`src/rtl/pwm_trig_pkg.sv`:
```
`timescale 1ns/1ps
package pwm_trig_pkg;

    localparam int TW = 16;

    typedef struct packed {
        logic [TW-1:0] period;
        logic [TW-1:0] on_len;
        logic [TW-1:0] due;
        logic          skip;
    } cfg_t;

    // Turn raw commands into the per-period configuration
    function automatic cfg_t build_cfg(
        input logic [TW-1:0] w,
        input logic [TW-1:0] p,
        input logic          settle,
        input int unsigned   min_t,
        input int unsigned   comp,
        input int unsigned   lead,
        input int unsigned   settle_t
    );
        cfg_t          r;
        logic [TW-1:0] mn;
        logic [TW-1:0] pc;
        logic [TW-1:0] wc;
        logic [TW-1:0] half;
        mn = TW'(min_t);
        pc = (p < (mn << 1)) ? (mn << 1) : p;
        if (w < mn)
            wc = mn;
        else if (w > pc - mn)
            wc = pc - mn;
        else
            wc = w;
        half     = wc >> 1;
        r.period = pc;
        r.on_len = wc + TW'(comp);
        r.due    = half + TW'(lead);
        r.skip   = settle && (half < TW'(settle_t));
        return r;
    endfunction

endpackage

```
`src/rtl/pwm_trig_timebase.sv`:
```
`timescale 1ns/1ps
module pwm_trig_timebase
    import pwm_trig_pkg::*;
#(
    parameter int MIN_TICKS    = 80,
    parameter int RISE_COMP    = 30,
    parameter int LEAD         = 25,
    parameter int SETTLE_TICKS = 250
) (
    input  logic          clk,
    input  logic          rst,
    input  logic [TW-1:0] width_cmd,
    input  logic [TW-1:0] period_cmd,
    input  logic          settle_en,
    output logic          run,
    output logic [TW-1:0] cnt,
    output cfg_t          cfg
);

    cfg_t next_cfg;
    logic wrap;

    always_comb begin
        next_cfg = build_cfg(width_cmd, period_cmd, settle_en,
                             MIN_TICKS, RISE_COMP, LEAD, SETTLE_TICKS);
        wrap     = !run || (cnt == cfg.period - 1'b1);
    end

    always_ff @(posedge clk) begin
        if (rst) begin
            run <= 1'b0;
            cnt <= '0;
            cfg <= '0;
        end else if (wrap) begin
            run <= 1'b1;
            cnt <= '0;
            cfg <= next_cfg;
        end else begin
            cnt <= cnt + 1'b1;
        end
    end

endmodule

```
`src/rtl/pwm_trig_sched.sv`:
```
`timescale 1ns/1ps
module pwm_trig_sched #(
    parameter int BUSY_TICKS = 800,
    parameter int OVR_W      = 8,
    localparam int BW        = $clog2(BUSY_TICKS + 1)
) (
    input  logic             clk,
    input  logic             rst,
    input  logic             due,
    input  logic             skip,
    output logic             req,
    output logic             skipped,
    output logic             valid,
    output logic [OVR_W-1:0] overrun
);

    logic [BW-1:0] busy;
    logic          idle;
    logic          drop;

    always_comb begin
        idle    = (busy == '0);
        req     = due && !skip && idle;
        skipped = due && skip;
        drop    = due && !skip && !idle;
    end

    always_ff @(posedge clk) begin
        if (rst) begin
            busy    <= '0;
            valid   <= 1'b0;
            overrun <= '0;
        end else begin
            valid <= (busy == BW'(1));
            if (req)
                busy <= BW'(BUSY_TICKS - 1);
            else if (!idle)
                busy <= busy - 1'b1;
            if (drop && (overrun != {OVR_W{1'b1}}))
                overrun <= overrun + 1'b1;
        end
    end

endmodule

```
`src/rtl/pwm_trig.sv`:
```
`timescale 1ns/1ps
module pwm_trig
    import pwm_trig_pkg::*;
#(
    parameter int RISE_COMP    = 30,
    parameter int EDGE_DLY     = 7,
    parameter int SENSE_LAT    = 12,
    parameter int MIN_TICKS    = 80,
    parameter int SETTLE_TICKS = 250,
    parameter int BUSY_TICKS   = 800,
    parameter int OVR_W        = 8
) (
    input  logic             clk,
    input  logic             rst,
    input  logic [15:0]      width_cmd,
    input  logic [15:0]      period_cmd,
    input  logic             settle_en,
    output logic             pwm_out,
    output logic             sample_req,
    output logic             sample_skipped,
    output logic             sample_valid,
    output logic [OVR_W-1:0] overrun_cnt
);

    localparam int LEAD = EDGE_DLY + RISE_COMP - SENSE_LAT;

    logic          run;
    logic [TW-1:0] cnt;
    cfg_t          cfg;
    logic          due;

    pwm_trig_timebase #(
        .MIN_TICKS   (MIN_TICKS),
        .RISE_COMP   (RISE_COMP),
        .LEAD        (LEAD),
        .SETTLE_TICKS(SETTLE_TICKS)
    ) u_tb (
        .clk       (clk),
        .rst       (rst),
        .width_cmd (width_cmd),
        .period_cmd(period_cmd),
        .settle_en (settle_en),
        .run       (run),
        .cnt       (cnt),
        .cfg       (cfg)
    );

    always_comb begin
        pwm_out = run && (cnt < cfg.on_len);
        due     = run && (cnt == cfg.due);
    end

    pwm_trig_sched #(
        .BUSY_TICKS(BUSY_TICKS),
        .OVR_W     (OVR_W)
    ) u_sched (
        .clk    (clk),
        .rst    (rst),
        .due    (due),
        .skip   (cfg.skip),
        .req    (sample_req),
        .skipped(sample_skipped),
        .valid  (sample_valid),
        .overrun(overrun_cnt)
    );

endmodule

```
`config.mk`:
```
export PLATFORM = sky130hd
export DESIGN_NAME = pwm_trig
export DESIGN_NICKNAME = d
export VERILOG_FILES = /design/src/rtl/pwm_trig_pkg.sv /design/src/rtl/pwm_trig_timebase.sv /design/src/rtl/pwm_trig_sched.sv /design/src/rtl/pwm_trig.sv
export SDC_FILE = /design/constraint.sdc
export NUM_CORES = 1
export LEC_CHECK = 0
export ABC_CLOCK_PERIOD_IN_PS = 8100
export BUFFER_PORTS_ARGS = -buffer_cell sky130_fd_sc_hd__buf_4
export CAP_MARGIN = 10
export CORE_MARGIN = 10
export CORE_UTILIZATION = 60
export DETAILED_ROUTE_END_ITERATION = 8
export GPL_TIMING_DRIVEN = 0
export PLACE_DENSITY = 0.85
export SLEW_MARGIN = 20
export SYNTH_ARGS = -nofsm -noshare
export SYNTH_HDL_FRONTEND = slang
export SYNTH_SLANG_ARGS = --single-unit
```
`constraint.sdc`:
```
create_clock -name clk -period 8.1 [get_ports clk]
set_input_delay 0.405 -clock clk [delete_from_list [all_inputs] [get_ports clk]]
set_output_delay 0.405 -clock clk [all_outputs]
set_load 0.03 [all_outputs]
```
==> results.json <==
{
  "antenna_found_initial": 0,
  "drive_gt1_share_pct": 11.3,
  "grt_usage_pct": 23.4,
  "skew_ps": 14.0,
  "yosysTopAreaCellShare_pct": 27.5,
  "clkTransAtPathRegs_ps": 80,
  "root_buffer": "clkbuf_8",
  "antenna_left": 0,
  "ys_types": 69,
  "vias_per_cell": 6.14,
  "power.switching_w": 0.000418,
  "hold_end": "u_tb.cfg[48]",
  "synth_area_leaders": "dfxtp_1, ha_1, xnor2_1, nor2_1, nand2_1",
  "num_rows": 36,
  "htreeDepth": 3,
  "grt_pass1_wl_um": 28100,
  "finish.utilization_pct": 69.2,
  "finalCriticalPeriod_ps": 6410,
  "worstMarginPinSlew_ps": 803,
  "grt_max_degree": 15,
  "netlist_instances": 773,
  "grt_util_met1_pct": 30.8,
  "cts.sink_count": 84,
  "core_mm2": 0.00986,
  "cts_setup_buffers": 0,
  "syn_area_mm2": 0.00611,
  "synth_seq_area_share_pct": 27.5,
  "synthFlopType": "dfxtp_1",
  "post-route-period-util_pct": 79.2,
  "cts_resized": 0,
  "cts_made_buffers": 9,
  "min_from": "period_cmd[15]",
  "timing.max_cap.violations": 0,
  "crit_required_ps": 8350,
  "synth_edf_count": 0,
  "p_clk_share_pct": 27.2,
  "rsz0062_at_grt": "no",
  "grtUsageMet2_pct": 36.9,
  "crit_slowest_cell": "a211oi_1",
  "use_met3_pct": 4.23,
  "start_util_pct": 62.0,
  "crit_fanout": 10,
  "worst-path-buf-inv": 5,
  "cp_common_cell": "ha_1",
  "finalSetupViolCount": 0,
  "worst_setup_path_start_kind": "input port",
  "r2r-start": "u_tb.cfg[34]",
  "critPathCaptureType": "flop",
  "dp_cells": 950,
  "remaining_drc_errors": 0,
  "worst_slack_ps": 1690,
  "comb_power_share_pct": 32.1,
  "fmax_mhz": 156,
  "r2r_cells": 11,
  "avgSynthCellArea_um2": 7.91,
  "hold_viol": 0,
  "die_x_um": 121,
  "criticalPathCategory": "in -> reg",
  "powerDensity_mw_per_mm2": 176,
  "globalplace.congestion": 0.962,
  "r2r_slack_ps": 4920,
  "antennaDiodeCount": 0,
  "status": "finished clean",
  "crit_family": "simple AND/OR/NAND/NOR gates",
  "yosysTopAreaCell": "dfxtp_1",
  "vdd_ir_drop_max_mv": 0.0816,
  "fp.dieH_um": 121,
  "grt_remaining_overflow": 0,
  "nNetsFinal": 903,
  "clk_latency_ps": 360,
  "pwr-share-seq_pct": 40.7,
  "clockBufferDepth": 2,
  "firstDrtPassIters": 6,
  "drt-total-wl_um": 17300,
  "cts_tree": "yes",
  "p_int_w": 0.000785,
  "vias": 5931,
  "switching_share_pct": 34.8,
  "dieArea_mm2": 0.0146,
  "synth_nets": 848,
  "crit_arrival_ps": 6660,
  "regToRegEndpoint": "u_tb.cfg[16]",
  "busiest_layer": "met2",
  "area_growth_pct": 11.7,
  "ys_warn_count": 0,
  "maxSlewViolCount": 0,
  "wire_per_inst_um": 18.0,
  "final_cells": 966,
  "dp_slack_ps": 1370,
  "p_leak_nw": 2.69,
  "num_io_pins": 47,
  "hp-class": "in -> reg",
  "slew_headroom_pct": 46.2,
  "ys_seq_elements": 84,
  "cpPeakStageDelay_ps": 670,
  "port_buffers": 44,
  "first_global_vias": 5701,
  "drtIter0Drc": 500,
  "finalSetupTns_ps": 0,
  "async_flop_share_pct": 0,
  "postCtsHoldBufs": 0,
  "holdPathStages": 3,
  "place_hpwl_um": 13900
}
[how the worst max path moves through the flow]
stage                       start      endpoint  slack [ps]  cells after the start
floorplan           period_cmd[8]  u_tb.cfg[15]        2800                     26
global placement    period_cmd[8]  u_tb.cfg[15]        1360                     27
detailed placement  period_cmd[8]  u_tb.cfg[15]        1370                     26
CTS                 period_cmd[8]  u_tb.cfg[15]        1720                     26
global route        period_cmd[8]  u_tb.cfg[15]        1060                     27
finish              period_cmd[8]  u_tb.cfg[15]        1690                     27
[flip-flops by register name, summed over array words and instances, names as in the netlist]
register         flops
u_sched.valid        1
u_tb.cnt            16
u_sched.overrun      8
u_tb.cfg            48
u_sched.busy        10
u_tb.run             1
[cell usage after synthesis, types with 22 or more instances]
| master | count |
|---|---|
| xnor2_1 | 56 |
| nand3_1 | 30 |
| nand4_1 | 23 |
| xor2_1 | 22 |
| nand2_1 | 76 |
| o21ai_0 | 25 |
| inv_1 | 35 |
| nor3_1 | 30 |
| a21oi_1 | 46 |
| ha_1 | 40 |
| dfxtp_1 | 84 |
| nor2_1 | 77 |
| clkbuf_1 | 25 |
[stage by stage]
stage	hold slack (ps)	total power (W)	instance area, um^2
floorplan	432	0.000774	6110
global placement	445	0.000859	6610
detailed placement	446	0.000877	6610
CTS	314	0.00120	6830
global route	313	0.00127	6830
finish	323	0.00120	6830
[cells in the final DEF, fill, tap and decap left out, types with 7 or more instances in the layout]
master,netlist,layout
nand4_1,23,23
dfxtp_1,84,84
o211ai_1,7,7
xnor2_1,56,56
and2_1,10,10
ha_1,40,40
clkbuf_8,0,9
nand3_1,30,30
nand2_1,76,76
xor2_1,22,22
and3_1,13,13
a211oi_1,16,16
buf_2,7,7
a21oi_1,46,46
nor2_1,77,77
o21ai_0,25,25
mux2i_1,18,18
nor4_1,15,15
inv_1,35,35
clkbuf_1,25,26
a21o_1,11,11
nor3_1,30,30
buf_4,3,47
[final cells by class]
class	count	area [um^2]
multi-input cells	615	4110
fillers	782	3040
flip-flops and latches	84	1680
repair buffers	44	330
plain buffers	39	196
well taps	133	166
inverters	35	131
clock buffers	10	128
clock inverters	6	88.8
[cell families after synthesis]
family | Yosys count | share of synthesized area [%]
AND/OR/NAND/NOR | 317 | 26.4
AO/OA/AOI/OAI | 158 | 17.7
flip-flops | 84 | 27.5
XOR/XNOR | 78 | 11.2
buffers and inverters | 74 | 5.36
adder cells (fa/ha/maj) | 40 | 8.18
multiplexers | 22 | 3.68
[tightest hold or removal path: stages]
cell,delay [ps]
buf_4,120
nand2_1,50
a21oi_1,60
[layer usage]
layer  part of all wire, %  vias to the layer above
li1                      -                     2869
met1                    44                     2746
met2                    45                      278
met3                   7.8                       38
met4                   2.9                        0
met5                     0                        -
[power by group through the flow]
stage	Clock, W	Combinational (W)	Sequential, W
floorplan	0	0.000284	0.000490
global placement	0	0.000363	0.000495
detailed placement	0	0.000379	0.000498
CTS	0.000327	0.000381	0.000489
global route	0.000345	0.000430	0.000495
finish	0.000327	0.000386	0.000490
No activity file was read; power rests on OpenSTA's default activity.
